`config.mk`:
```
export PLATFORM = sky130hd
export DESIGN_NAME = mbx_seq
export DESIGN_NICKNAME = d
export VERILOG_FILES = /design/src/rtl/mbx_seq_pkg.sv /design/src/rtl/mbx_poll_timer.sv /design/src/rtl/mbx_devstat_check.sv /design/src/rtl/mbx_word_ctr.sv /design/src/rtl/mbx_seq.sv
export SDC_FILE = /design/constraint.sdc
export NUM_CORES = 1
export LEC_CHECK = 0
export BUFFER_PORTS_ARGS = -buffer_cell sky130_fd_sc_hd__buf_2
export CAP_MARGIN = 25
export CELL_PAD_IN_SITES_DETAIL_PLACEMENT = 1
export CELL_PAD_IN_SITES_GLOBAL_PLACEMENT = 1
export CORE_ASPECT_RATIO = 0.7
export CORE_MARGIN = 4
export CORE_UTILIZATION = 34
export DETAILED_ROUTE_END_ITERATION = 16
export HOLD_SLACK_MARGIN = 0.12
export PLACE_DENSITY_LB_ADDON = 0.05
export SLEW_MARGIN = 20
export SYNTH_ARGS = -nofsm -noshare
export SYNTH_HDL_FRONTEND = slang
export SYNTH_SLANG_ARGS = --single-unit
```
`constraint.sdc`:
```
create_clock -name clk -period 4.4 [get_ports clk]
set_input_delay 0.88 -clock clk [delete_from_list [all_inputs] [get_ports clk]]
set_output_delay 0.88 -clock clk [all_outputs]
set_load 0.005 [all_outputs]
```
`src/rtl/mbx_seq_pkg.sv`:
```
package mbx_seq_pkg;

  typedef enum logic [1:0] {
    ERR_OK      = 2'd0,
    ERR_BUSY    = 2'd1,
    ERR_TIMEOUT = 2'd2,
    ERR_FAULT   = 2'd3
  } mbx_err_e;

  typedef enum logic [3:0] {
    S_IDLE,
    S_ACQ_DB,
    S_STAT,
    S_CMD,
    S_PAYW,
    S_RING,
    S_WAIT_DB,
    S_RET,
    S_LEN,
    S_PAYR,
    S_DONE
  } seq_state_e;

  // register byte offsets
  localparam int unsigned OFS_DEVSTAT = 'h00;
  localparam int unsigned OFS_CTRL    = 'h08;
  localparam int unsigned OFS_CMD     = 'h10;
  localparam int unsigned OFS_MBSTAT  = 'h18;
  localparam int unsigned OFS_PAY     = 'h40;

  // field positions decoded by the device
  localparam int unsigned DB_BIT      = 0;
  localparam int unsigned CMD_LEN_LSB = 16;
  localparam int unsigned RC_LSB      = 32;

endpackage

```
`src/rtl/mbx_poll_timer.sv`:
```
module mbx_poll_timer #(
  parameter int unsigned LIMIT = 2000,
  localparam int unsigned CW   = $clog2(LIMIT + 1)
) (
  input  logic clk,
  input  logic rst_n,
  input  logic clr,
  input  logic en,
  output logic expired
);

  logic [CW-1:0] cnt_q, cnt_d;

  assign expired = (cnt_q == CW'(LIMIT));

  always_comb begin
    cnt_d = cnt_q;
    if (clr)                 cnt_d = '0;
    else if (en && !expired) cnt_d = cnt_q + 1'b1;
  end

  always_ff @(posedge clk or negedge rst_n) begin
    if (!rst_n) cnt_q <= '0;
    else        cnt_q <= cnt_d;
  end

endmodule

```
`src/rtl/mbx_devstat_check.sv`:
```
module mbx_devstat_check (
  input  logic [7:0] status,
  output logic       ready,
  output logic       fault
);

  logic       if_ready;
  logic [1:0] media;
  logic [2:0] rst_req;

  assign if_ready = status[4];
  assign media    = status[3:2];
  assign rst_req  = status[7:5];

  assign ready = if_ready && (media == 2'd1);
  assign fault = status[0] || status[1] || (rst_req != 3'd0);

endmodule

```
`src/rtl/mbx_word_ctr.sv`:
```
module mbx_word_ctr #(
  parameter int unsigned W = 19
) (
  input  logic         clk,
  input  logic         rst_n,
  input  logic         clr,
  input  logic         inc,
  input  logic [W-1:0] target,
  output logic [W-1:0] idx,
  output logic         last
);

  logic [W-1:0] idx_q, idx_d;

  assign idx  = idx_q;
  assign last = (idx_q == target - 1'b1);

  always_comb begin
    idx_d = idx_q;
    if (clr)      idx_d = '0;
    else if (inc) idx_d = idx_q + 1'b1;
  end

  always_ff @(posedge clk or negedge rst_n) begin
    if (!rst_n) idx_q <= '0;
    else        idx_q <= idx_d;
  end

endmodule

```
`src/rtl/mbx_seq.sv`:
```
module mbx_seq
  import mbx_seq_pkg::*;
#(
  parameter int unsigned ADDR_W  = 16,
  parameter int unsigned LEN_W   = 21,
  parameter int unsigned TIMEOUT = 2000,
  localparam int unsigned WC_W   = LEN_W - 2
) (
  input  logic              clk,
  input  logic              rst_n,
  input  logic              start,
  input  logic [15:0]       opcode,
  input  logic [LEN_W-1:0]  in_len,
  output logic              done,
  output logic [1:0]        err,
  output logic [15:0]       ret_code,
  output logic [LEN_W-1:0]  out_len,
  output logic              bus_req,
  output logic              bus_we,
  output logic [ADDR_W-1:0] bus_addr,
  output logic [63:0]       bus_wdata,
  input  logic              bus_ack,
  input  logic [63:0]       bus_rdata,
  output logic [WC_W-1:0]   buf_addr,
  input  logic [63:0]       buf_rdata,
  output logic              buf_wr,
  output logic [63:0]       buf_wdata
);

  function automatic logic [WC_W-1:0] words_of(input logic [LEN_W-1:0] n);
    return WC_W'(({1'b0, n} + (LEN_W+1)'(7)) >> 3);
  endfunction

  seq_state_e        st_q, st_d;
  logic [15:0]       op_q;
  logic [LEN_W-1:0]  ilen_q;
  logic              last_q, last_d;
  mbx_err_e          err_q, err_d;
  logic [15:0]       ret_q, ret_d;
  logic [LEN_W-1:0]  olen_q, olen_d;

  logic              take;
  logic              poll, xfer;
  logic              tmr_exp;
  logic              dev_ready, dev_fault;
  logic [WC_W-1:0]   iwords, owords_q, owords_rd, wc_target, widx;
  logic              w_last;
  logic [LEN_W-1:0]  rd_len;
  logic [15:0]       rd_rc;

  assign take      = (st_q == S_IDLE) && start;
  assign poll      = (st_q == S_ACQ_DB) || (st_q == S_WAIT_DB);
  assign xfer      = (st_q == S_PAYW) || (st_q == S_PAYR);
  assign iwords    = words_of(ilen_q);
  assign owords_q  = words_of(olen_q);
  assign rd_len    = bus_rdata[CMD_LEN_LSB +: LEN_W];
  assign rd_rc     = bus_rdata[RC_LSB +: 16];
  assign owords_rd = words_of(rd_len);
  assign wc_target = (st_q == S_PAYR) ? owords_q : iwords;

  mbx_poll_timer #(.LIMIT(TIMEOUT)) u_tmr (
    .clk     (clk),
    .rst_n   (rst_n),
    .clr     (!poll),
    .en      (poll),
    .expired (tmr_exp)
  );

  mbx_devstat_check u_dev (
    .status (bus_rdata[7:0]),
    .ready  (dev_ready),
    .fault  (dev_fault)
  );

  mbx_word_ctr #(.W(WC_W)) u_wc (
    .clk    (clk),
    .rst_n  (rst_n),
    .clr    (!xfer),
    .inc    (xfer && bus_ack),
    .target (wc_target),
    .idx    (widx),
    .last   (w_last)
  );

  // next state
  always_comb begin
    st_d   = st_q;
    last_d = poll ? last_q : 1'b0;
    err_d  = err_q;
    ret_d  = ret_q;
    olen_d = olen_q;
    unique case (st_q)
      S_IDLE: if (start) begin
        st_d   = S_ACQ_DB;
        err_d  = ERR_OK;
        ret_d  = '0;
        olen_d = '0;
      end
      S_ACQ_DB, S_WAIT_DB: if (bus_ack) begin
        if (!bus_rdata[DB_BIT]) begin
          st_d = (st_q == S_ACQ_DB) ? S_STAT : S_RET;
        end else if (last_q) begin
          st_d  = S_DONE;
          err_d = ERR_TIMEOUT;
        end else if (tmr_exp) begin
          last_d = 1'b1;
        end
      end
      S_STAT: if (bus_ack) begin
        if (!dev_ready) begin
          st_d  = S_DONE;
          err_d = ERR_BUSY;
        end else if (dev_fault) begin
          st_d  = S_DONE;
          err_d = ERR_FAULT;
        end else begin
          st_d = S_CMD;
        end
      end
      S_CMD:  if (bus_ack) st_d = (iwords != '0) ? S_PAYW : S_RING;
      S_PAYW: if (bus_ack && w_last) st_d = S_RING;
      S_RING: if (bus_ack) st_d = S_WAIT_DB;
      S_RET: if (bus_ack) begin
        ret_d = rd_rc;
        st_d  = (rd_rc != 16'd0) ? S_DONE : S_LEN;
      end
      S_LEN: if (bus_ack) begin
        olen_d = rd_len;
        st_d   = (owords_rd != '0) ? S_PAYR : S_DONE;
      end
      S_PAYR: if (bus_ack && w_last) st_d = S_DONE;
      S_DONE: st_d = S_IDLE;
      default: st_d = S_IDLE;
    endcase
  end

  // state and result registers
  always_ff @(posedge clk or negedge rst_n) begin
    if (!rst_n) begin
      st_q   <= S_IDLE;
      last_q <= 1'b0;
      err_q  <= ERR_OK;
      ret_q  <= '0;
      olen_q <= '0;
    end else begin
      st_q   <= st_d;
      last_q <= last_d;
      err_q  <= err_d;
      ret_q  <= ret_d;
      olen_q <= olen_d;
    end
  end

  // request capture, enabled only when accepted
  always_ff @(posedge clk or negedge rst_n) begin
    if (!rst_n) begin
      op_q   <= '0;
      ilen_q <= '0;
    end else if (take) begin
      op_q   <= opcode;
      ilen_q <= in_len;
    end
  end

  // bus drive
  always_comb begin
    bus_req   = 1'b1;
    bus_we    = 1'b0;
    bus_addr  = '0;
    bus_wdata = '0;
    unique case (st_q)
      S_ACQ_DB, S_WAIT_DB: bus_addr = ADDR_W'(OFS_CTRL);
      S_STAT:              bus_addr = ADDR_W'(OFS_DEVSTAT);
      S_CMD: begin
        bus_we    = 1'b1;
        bus_addr  = ADDR_W'(OFS_CMD);
        bus_wdata = 64'(op_q) | (64'(ilen_q) << CMD_LEN_LSB);
      end
      S_PAYW: begin
        bus_we    = 1'b1;
        bus_addr  = ADDR_W'(OFS_PAY) + ADDR_W'({widx, 3'b000});
        bus_wdata = buf_rdata;
      end
      S_RING: begin
        bus_we    = 1'b1;
        bus_addr  = ADDR_W'(OFS_CTRL);
        bus_wdata = 64'd1 << DB_BIT;
      end
      S_RET:  bus_addr = ADDR_W'(OFS_MBSTAT);
      S_LEN:  bus_addr = ADDR_W'(OFS_CMD);
      S_PAYR: bus_addr = ADDR_W'(OFS_PAY) + ADDR_W'({widx, 3'b000});
      default: bus_req = 1'b0;
    endcase
  end

  assign buf_addr  = widx;
  assign buf_wr    = (st_q == S_PAYR) && bus_ack;
  assign buf_wdata = bus_rdata;

  assign done     = (st_q == S_DONE);
  assign err      = err_q;
  assign ret_code = ret_q;
  assign out_len  = olen_q;

endmodule

```
==> results of run 1 <==
[cells in the final DEF (no fill, tap or decap), types with 9 or more instances in the layout]
cell type    n
nand3_1     24
xor2_1      36
nand2_1    130
mux2i_1     15
clkbuf_16    9
dfrtp_1    111
inv_1       15
a22o_1      37
buf_2      322
o21ai_0     58
and2_1      31
mux2_2      38
nor2_1      77
nor3_1      27
a21oi_1     20
nor4_1      15
buf_4       18
nand4_1     21
xnor2_1     46
[report_power, final]
part	switching (mW)	total, mW	internal, mW	leakage, nW
clock network	0.404	0.905	0.502	0.160
logic	1.53	2.70	1.17	3.00
registers	0.389	1.68	1.29	1.45
total	2.32	5.28	2.96	4.61
[critical path, stage by stage (launching register included)]
cell       delay [ns]
dfrtp_1          0.38
and4bb_1         0.61
nor2_1           0.11
a31oi_1          0.25
ha_1             0.27
xor2_1           0.19
xnor2_1          0.09
nor4_1           0.39
nand3_1          0.17
or4b_1           0.54
a2111oi_2        0.36
a21oi_2          0.19
mux2_1           0.34
[per-stage QoR]
step / power (mW) / hold slack [ns]
6_report: 5.28 / 0.478
4_1_cts: 5.34 / 0.485
3_3_place_gp: 4.38 / 0.456
5_1_grt: 5.70 / 0.504
2_1_floorplan: 3.51 / 0.451
3_5_place_dp: 4.42 / 0.467
[sequential cells by signal (all words and copies together) (netlist names)]
signal and flops:
err 2, last_q 1, u_tmr.cnt_q 11, ret_code 16
ilen_q 21, out_len 21, st_q 4, op_q 16
u_wc.idx 19
[worst min-delay path by stage]
stage	start	to	slack (ns)	cells after the start
final	ret_code[6]	ret_code[6]	0.48	2
after global routing	ret_code[6]	ret_code[6]	0.50	2
after CTS	ret_code[6]	ret_code[6]	0.48	2
after detailed placement	ret_code[6]	ret_code[6]	0.47	2
after global placement	ret_code[5]	ret_code[5]	0.46	2
after floorplan	u_tmr.cnt_q[10]	u_tmr.cnt_q[10]	0.45	1
[cell families (layout without fill, tap and decap cells)]
group                    count (synthesis)  count (layout)  share of synthesized area (%)
AND/OR/NAND/NOR                        384             384                           23.2
AO/OA/AOI/OAI                          182             182                           15.6
buffers and inverters                  142             371                           9.76
flip-flops                             111             111                           34.1
XOR/XNOR                                82              82                           8.83
multiplexers                            57              57                           7.69
adder cells (fa/ha/maj)                  5               5                          0.769
other                                    1               3                         0.0461
[layer usage]
metal  global-route usage, %  up-vias
met4                    4.25        0
met1                    28.8     3680
met5                       0        -
met3                    3.67       19
met2                    32.4      187
li1                        -     3776
[synthesized netlist by cell type, types with 21 or more instances]
library cell  count
buf_4            67
o21ai_0          58
and2_1           31
nor2_1           79
nand4_1          21
mux2_2           38
nand3_1          25
nor3_1           30
clkbuf_1         46
xor2_1           36
a22o_1           37
xnor2_1          46
dfrtp_1         111
nand2_1         130
[final cells by class]
cell class                 instances  area share, %
inverter                          15          0.568
clock inverter                     7          0.971
timing repair buffer             340           17.6
multi-input combinational        713           46.6
tap                              318           4.01
sequential                       111           28.0
clock buffer                       9           2.27
==> key figures, run 1 <==
Status
  – Status: complete, no violations

Flow run
  – Max Cap Violations: 0

Clock tree
  – Root Driver: clkbuf_16
  – Clk buf depth: 2
  – Clock Latency Late Sink: ~0.36 ns
  – Sink Count: approximately 110
  – CTS tree: yes
  – Clock transition at the registers of the reported paths: roughly 0.080 ns
  – CTS-repair resized insts: 0
  – Hold Buf Count CTS: 0
  – H-tree depth: 3
  – Post-CTS Setup Inserts: 0
  – Num CTS Buffers: 9

Worst setup path
  – Type of the worst setup path: reg -> reg
  – Crit path launch type: flop
  – Critical path endpoint: st_q[1]
  – CP required: between 4 and 5 ns
  – CP Max Fanout: 16
  – Critical path arrival: 4.28 ns
  – R2r setup slk: 0.37 ns
  – Reg2reg path depth: 12
  – Crit end category: flop
  – Capturing point of the worst reg2reg path: st_q[1]
  – Worst flop-to-flop path startpoint: st_q[2]
  – Crit. Startpoint: st_q[2]

Final layout
  – Final Instance Area: 9920 um2
  – Layout area overhead: 21.9%
  – # diodes: 0
  – Fin nets: between 1000 and 1500
  – Share of layout cells above drive strength 1: a little over a third
  – Non-Filler Instances: 1513
  – Final core utilization: 42.1%
  – FF/Latch Area: about 2800 um2
  – Fillers: between 2000 and 3000
  – Area of the multi-input gates: around 4600 um2

Drt
  – Residual DRC: 0
  – Top Metal Used: met4
  – Vias post-DR: 7662
  – Met1 Routed Length: 13200 um
  – DR iter-0 viols: ~350
  – WL/cell: 18.7 um
  – Routed Antenna Nets: 0
  – Final wirelength: 28300 um
  – Via density: around 5.1
  – Met3 WL: around 1700 um
  – Met2 WL: between 10000 and 15000 um
  – Pre-antenna DRT Iters: 4

Synth
  – Yosys cell types: 71
  – Post-synth top flop: dfrtp_1
  – Dominant cells by area after synthesis: dfrtp_1 (34%), buf_4 (6.2%), nand2_1 (6.0%)
  – Mapped Area: just over 8000 um2
  – Yosys top cell by area: dfrtp_1
  – Avg Inst Size Synth: about 8.4 um2
  – Ys async rst share: 100%
  – Synthesis warning total: 0
  – Synthesized instance count: 964
  – Post-synthesis register bit count: about 110
  – Area share of the largest cell type after synthesis: 34.1%
  – EDFF count, synth: 0
  – Sequential share of the synthesized area: between 30% and 40%

Timing
  – Slew HR: around 34%
  – Minimum clock period: approximately 4.0 ns
  – Fin worst setup slack: between 0.3 and 0.4 ns
  – F_max: ~0.25 GHz
  – Final setup violation count: 0
  – Worst clock skew: 0.00716 ns
  – Crit share post-route: 91.5%
  – Least-Margin Pin Slew: between 0.9 and 1 ns
  – RSZ-0062 raised after global routing: no
  – Final Hold Viols: 0
  – Final Max Tran Viols: 0
  – Fin Setup TNS: 0 ns

Hold path
  – Min-delay worst type: reg -> reg

Placement
  – Place WS: roughly 0.3 ns
  – GPL Wtd Cong: 0.808
  – # placed instances: 1497
  – Area after DPL: roughly 9600 um2
  – Hpwl dp: between 20000 and 25000 um
  – Port Buf Inserts: 323

Floorplan
  – Die span in y: roughly 140 um
  – Rows: 47
  – Core area: 23600 um2
  – # IOs: between 300 and 400
  – Die width: approximately 190 um
  – DIE AREA: between 20000 and 30000 um2
  – Initial core utilization: approximately a third

Power
  – Pwr dens: ~530 nW/um2
  – VDD IR max: around 0.24 mV
  – Leak pwr: around 4.6 nW

GRT
  – Vias in the first global route: 7386
  – First-pass GRT wire length: 42300 um
  – Initial antenna violation count: 0
  – Overall routing resource usage: about 20%
  – Grt ovf: 0
  – Largest net degree at the start of global routing: 53
(Power assumes the default switching activity.)
==> run 2: changes to the inputs <==
--- a/config.mk
+++ b/config.mk
@@ -7,4 +7,4 @@
 export LEC_CHECK = 0
+export ABC_AREA = 1
 export BUFFER_PORTS_ARGS = -buffer_cell sky130_fd_sc_hd__buf_2
-export CAP_MARGIN = 25
 export CELL_PAD_IN_SITES_DETAIL_PLACEMENT = 1
@@ -13,3 +13,3 @@
 export CORE_MARGIN = 4
-export CORE_UTILIZATION = 34
+export CORE_UTILIZATION = 33
 export DETAILED_ROUTE_END_ITERATION = 16
==> constraint.sdc (replaced) <==
create_clock -name clk -period 4.4 [get_ports clk]
set_input_delay 0.66 -clock clk [delete_from_list [all_inputs] [get_ports clk]]
set_output_delay 0.66 -clock clk [all_outputs]
set_load 0.005 [all_outputs]
==> run 2 against run 1 <==
Count of clock-buffer cells in the layout did not move; area after synthesis increased by 7.4%; combinational power increased by 18%; critical endpoint is now bus_addr[3]; wire length grew 24%; global-route usage grew 3.3 points; maximum frequency grew 18%; sequential share of layout area fell by 1.7 points; clock power down 0.8%; synthesized cell count up 37%; clock skew increased by 0.0053 ns.
==> key figures, run 2 <==
Status
  – Status: complete, no violations

Clock tree
  – CTS tree: yes
  – CTS-repair resized insts: 0
  – Root Driver: clkbuf_16
  – Clock Latency Late Sink: 0.38 ns
  – Sink Count: 111
  – Post-CTS Setup Inserts: 0
  – Hold Buf Count CTS: 0
  – Clk buf depth: 2
  – Clock transition at the registers of the reported paths: 0.10 ns
  – Num CTS Buffers: 9
  – H-tree depth: 3

GRT
  – First-pass GRT wire length: between 50000 and 60000 um
  – Grt ovf: 0
  – Initial antenna violation count: 4
  – Vias in the first global route: roughly 10000
  – Overall routing resource usage: a little under a quarter
  – Largest net degree at the start of global routing: 76

Drt
  – Via density: 4.95
  – Met3 WL: between 1500 and 2000 um
  – Met2 WL: about 16000 um
  – Final wirelength: 35000 um
  – Top Metal Used: met5
  – Residual DRC: 0
  – Met1 Routed Length: about 17000 um
  – WL/cell: 18.2 um
  – Vias post-DR: between 9000 and 10000
  – DR iter-0 viols: slightly below 500
  – Routed Antenna Nets: 0
  – Pre-antenna DRT Iters: 5

Timing
  – Minimum clock period: 3.40 ns
  – Worst clock skew: between 0.01 and 0.015 ns
  – Crit share post-route: between 70 and 80%
  – Slew HR: between 40% and 50%
  – Least-Margin Pin Slew: 0.856 ns
  – Final Hold Viols: 0
  – RSZ-0062 raised after global routing: no
  – F_max: slightly below 0.3 GHz
  – Fin Setup TNS: 0 ns
  – Final setup violation count: 0
  – Final Max Tran Viols: 0

Worst setup path
  – Crit end category: output port
  – Critical path arrival: 2.74 ns
  – CP required: between 3 and 4 ns
  – Crit path launch type: flop
  – R2r setup slk: between 1 and 1.5 ns
  – Reg2reg path depth: 22
  – Type of the worst setup path: reg -> out
  – Capturing point of the worst reg2reg path: st_q[1]
  – Worst flop-to-flop path startpoint: st_q[1]
  – CP Max Fanout: 28

Floorplan
  – # IOs: between 300 and 400
  – Initial core utilization: about a third
  – Core area: between 20000 and 30000 um2
  – Die width: 202 um
  – Rows: 49
  – DIE AREA: just under 30000 um2
  – Die span in y: between 100 and 150 um

Power
  – Pwr dens: ~540 nW/um2
  – Leak pwr: between 5 and 6 nW
  – Reg power frac: roughly 28%
  – Internal power: approximately 2.7 mW
  – Net switching power: roughly 3.0 mW
  – Sw Share: slightly above 50%
  – Clock power share: approximately 16%
  – Logic pwr share: a little under three fifths
  – VDD IR max: 0.242 mV

Synth
  – EDFF count, synth: 0
  – Area share of the largest cell type after synthesis: between 30% and 40%
  – Top-count cell post-synth: nand2_1
  – Post-synthesis register bit count: about 110
  – Sequential share of the synthesized area: 31.8%
  – Synthesis warning total: 0
  – Ys async rst share: 100%
  – Yosys cell types: between 40 and 50
  – Yosys top cell by area: dfrtp_1
  – Mapped Area: around 8700 um2
  – Avg Inst Size Synth: ~6.6 um2
  – Post-synth top flop: dfrtp_1
  – Post-synth top cells: nand2_1 (315), inv_1 (167), nor2_1 (161)
  – Dominant cells by area after synthesis: dfrtp_1 (32%), nand2_1 (14%), nand3_1 (8.9%)
  – Synthesized instance count: ~1300

Final layout
  – Fin nets: approximately 1700
  – Layout area overhead: 20.8%
  – Most frequent cells in the layout: buf_2 (322), nand2_1 (314), inv_1 (167)
  – Share of layout cells above drive strength 1: about a quarter
  – Final Instance Area: about 11000 um2
  – Most common cell after layout, fill and taps aside: buf_2

Placement
  – Area after DPL: 10200 um2
  – GPL Wtd Cong: 0.870
  – Port Buf Inserts: about 320
  – Hpwl dp: 28800 um

Flow run
  – Max Cap Violations: 0

Hold path
  – Min-delay worst type: in -> async
run 2: kinds of logic after synthesis:
kind of cell	after synthesis	synth area share (%)
other	1	0.0429
flip-flops	111	31.8
adder cells (fa/ha/maj)	5	0.716
AND/OR/NAND/NOR	734	37.9
XOR/XNOR	13	1.30
multiplexers	17	2.19
buffers and inverters	278	15.1
AO/OA/AOI/OAI	166	11.0
run 2: power groups by stage:
stage | Sequential (mW) | Combinational [mW] | Clock, mW
finish | 1.63 | 3.19 | 0.898
global route | 1.68 | 3.57 | 0.967
CTS | 1.62 | 3.19 | 0.929
detailed placement | 1.64 | 3.17 | 0
global placement | 1.64 | 3.14 | 0
floorplan | 1.55 | 2.12 | 0
run 2: final cells by class:
cell class	instances	area, um2
fill	3512	15300
multi-input combinational	938	4670
sequential	111	2780
timing repair buffer	333	1700
inverter	172	646
tap	357	447
clock buffer	9	225
clock inverter	7	91.3
antenna	1	2.50
run 2: per-stage QoR:
step                cells  hold slack (ns)  utilization (%)  worst slack (ns)  power (mW)
floorplan            1327            0.364                -              1.81        3.67
global placement     1911            0.477             39.5              1.26        4.77
detailed placement   1911            0.487             39.5              1.16        4.81
CTS                  1927            0.476             40.8             0.968        5.74
global route         1928            0.343             40.8             0.777        6.22
finish               1928            0.286             40.8             0.996        5.71
run 2: critical path, cell delays in order, from the launching register on:
cell and delay (ns):
dfrtp_1 0.43, inv_1 0.15, nand2_2 0.10, nor2_4 0.12
buf_4 0.31, nor2_1 0.09, buf_4 0.25, inv_1 0.41
nand2_1 0.21, nand4_1 0.14, buf_2 0.14
run 2: worst max path at each step:
stage	startpoint	endpoint	slack, ns	cells past startpoint
floorplan	out_len[1]	st_q[0]	1.81	23
global placement	st_q[1]	st_q[0]	1.26	22
detailed placement	st_q[1]	st_q[0]	1.16	22
CTS	st_q[1]	bus_addr[3]	0.97	10
global route	st_q[1]	st_q[0]	0.78	24
finish	st_q[1]	bus_addr[3]	1.0	10
run 2: routing by layer:
layer	global-route usage [%]	up-vias
li1	-	4702
met1	33.9	4561
met2	37.7	250
met3	4.53	33
met4	3.93	2
met5	0	-
==> run 3: changes to the inputs <==
Clock period 4.4 ns to 3.41 ns, I/O delays scaled along.
==> run 3 against run 2 <==
Sequential cell count unchanged; count of clock-buffer cells in the layout unchanged; setup slack worse by 0.72 ns; sequential power up 29%; critical path depth is 13 higher; first-iteration DRC count shrank 2.6%; wire length hardly changed; via count rose by 0.59%; clock power grew 35%; register-to-register slack got worse by 0.85 ns; critical endpoint is now st_q[0]; largest cell class unchanged; highest routed layer is now met4.
==> key figures, run 3 (synthesized netlist as in run 2, its figures left out) <==
Status
  – Status: complete, no violations

Timing
  – Worst hold-check slack: around 0.13 ns
  – F_max: roughly 0.32 GHz
  – Fin worst setup slack: 0.272 ns
  – Final Max Tran Viols: 0
  – Fin Setup TNS: 0 ns
  – Final setup violation count: 0
  – Crit share post-route: around 90%
  – Slew HR: between 40 and 50%
  – Final Hold Viols: 0
  – Least-Margin Pin Slew: 0.843 ns
  – Minimum clock period: 3.14 ns
  – Worst clock skew: 0.0192 ns

Worst setup path
  – CP required: about 3.7 ns
  – Type of the worst setup path: reg -> reg
  – Highest-delay cell along the critical path: dfrtp_1
  – R2r setup slk: 0.27 ns
  – Crit path launch type: flop
  – CP Max Fanout: 16
  – Crit end category: flop
  – Critical path arrival: around 3.4 ns
  – Cell Chain, Critical Path: inv_1, nand2_2, nor2_4, inv_2, nand3_2, nand2_1, inv_1, ha_1, nand3_1, nor2_2, nand2_4, nand2_1, nand2_1, nor2_1, nand2_1, nor2_1, nand2_1, nor2_1, nand3_2, nand2_4, nand2_4, nand2_1, nand2_1
  – Largest stage delay, worst path: between 0.4 and 0.5 ns
  – Cell mode on critical path: nand2_1

Floorplan
  – Initial core utilization: 33.8%
  – DIE AREA: 29200 um2
  – Core area: 25900 um2
  – Rows: between 40 and 50
  – Die span in y: approximately 140 um
  – Die width: between 200 and 250 um
  – # IOs: approximately 380

GRT
  – Initial antenna violation count: 4
  – Grt ovf: 0
  – Met3 Track Usage GR: 5.34%
  – Largest net degree at the start of global routing: 64
  – Global routing's busiest layer: met2
  – First-pass GRT wire length: 54900 um
  – Met1 Usage GRT: ~34%
  – Vias in the first global route: just under 10000
  – Overall routing resource usage: between 20% and 30%
  – GR Util met2: a little under two fifths

Drt
  – WL/cell: around 18 um
  – Final wirelength: about 35000 um
  – Residual DRC: 0
  – Pre-antenna DRT Iters: 5
  – Routed Antenna Nets: 0
  – DR iter-0 viols: approximately 480
  – Vias post-DR: between 9000 and 10000
  – Via density: around 5.0

Placement
  – GPL Wtd Cong: 0.880
  – Port Buf Inserts: 323
  – Place WS: ~0.24 ns
  – Hpwl dp: 29000 um

Clock tree
  – CTS tree: yes
  – Hold Buf Count CTS: 0
  – Sink Count: 111
  – Clk buf depth: 2
  – Clock transition at the registers of the reported paths: about 0.1 ns
  – Clock Latency Late Sink: approximately 0.4 ns
  – Post-CTS Setup Inserts: 0
  – Root Driver: clkbuf_16
  – H-tree depth: 3
  – Num CTS Buffers: 9

Power
  – VDD IR max: 0.304 mV
  – Design Power: between 7 and 8 mW
  – Pwr dens: 701 nW/um2
  – Leak pwr: 5.74 nW

Final layout
  – Fin nets: about 1700
  – Most frequent cells in the layout: buf_2 (322), nand2_1 (314), inv_1 (167)
  – Layout area overhead: 21.5%
  – Final core utilization: 41.0%
  – Most common cell after layout, fill and taps aside: buf_2
  – Share of layout cells above drive strength 1: a little over a quarter
  – Fillers: between 3000 and 4000

Flow run
  – Max Cap Violations: 0

Hold path
  – Min-delay worst type: in -> async
## run 3: cell types whose count changed in the layout (fill, tap and decap cells not counted), sizes merged
cell	before	now
buf	333	336
diode	1	2
## run 3: where the power goes
part           internal, mW  leakage [nW]  switching [mW]
registers              1.69          1.44           0.406
logic                  1.35          4.14            2.80
clock network         0.554         0.161           0.651
total                  3.59          5.74            3.85
## run 3: through the flow
| stage | cell area (um2) | cells |
|---|---|---|
| 3_3_place_gp | 10300 | 1914 |
| 2_1_floorplan | 8740 | 1327 |
| 6_report | 10600 | 1932 |
| 4_1_cts | 10600 | 1930 |
| 3_5_place_dp | 10300 | 1914 |
| 5_1_grt | 10600 | 1932 |
## run 3: routing by layer
metal / share of wire, % / vias up / wire [um]
li1: - / 4702 / -
met1: 48 / 4602 / 16800
met2: 45 / 267 / 15600
met3: 6.1 / 33 / 2130
met4: 1.3 / 0 / 438
met5: 0 / - / 0
## run 3: final cells by class
cell class | instances | area [um2] | share of cell area, %
Inverter | 172 | 646 | 6.08
Clock inverter | 7 | 108 | 1.01
Timing Repair Buffer | 336 | 1730 | 16.3
Sequential cell | 111 | 2780 | 26.2
Multi-Input combinational cell | 938 | 4680 | 44.1
Antenna cell | 2 | 5.00 | 0.0472
Tap cell | 357 | 447 | 4.21
Clock buffer | 9 | 225 | 2.12
## run 3: repair_timing
item | CTS | global route
endpoints found under the hold margin | 0 | 0
setup endpoints to repair | 0 | 4
gates resized for setup | 0 | 3
## run 3: path summary, 6_finish.rpt
kind	to	cells past startpoint	start
min in group clk	op_q[15]	2	opcode[15]
setup reg to reg	st_q[0]	23	st_q[1]
hold / removal	op_q[14]	1	rst_n
max in group asynchronous	u_wc.idx[4]	2	rst_n
hold reg to reg	err[1]	2	err[1]
setup / recovery	st_q[0]	23	st_q[1]
## run 3: critical path, delay by kind of cell, from the launching register on
family / cells / cell delay, ns
buf+inv: 3 / 0.38
simple gates: 19 / 2.03
flops: 1 / 0.44
fa+ha+maj: 1 / 0.16
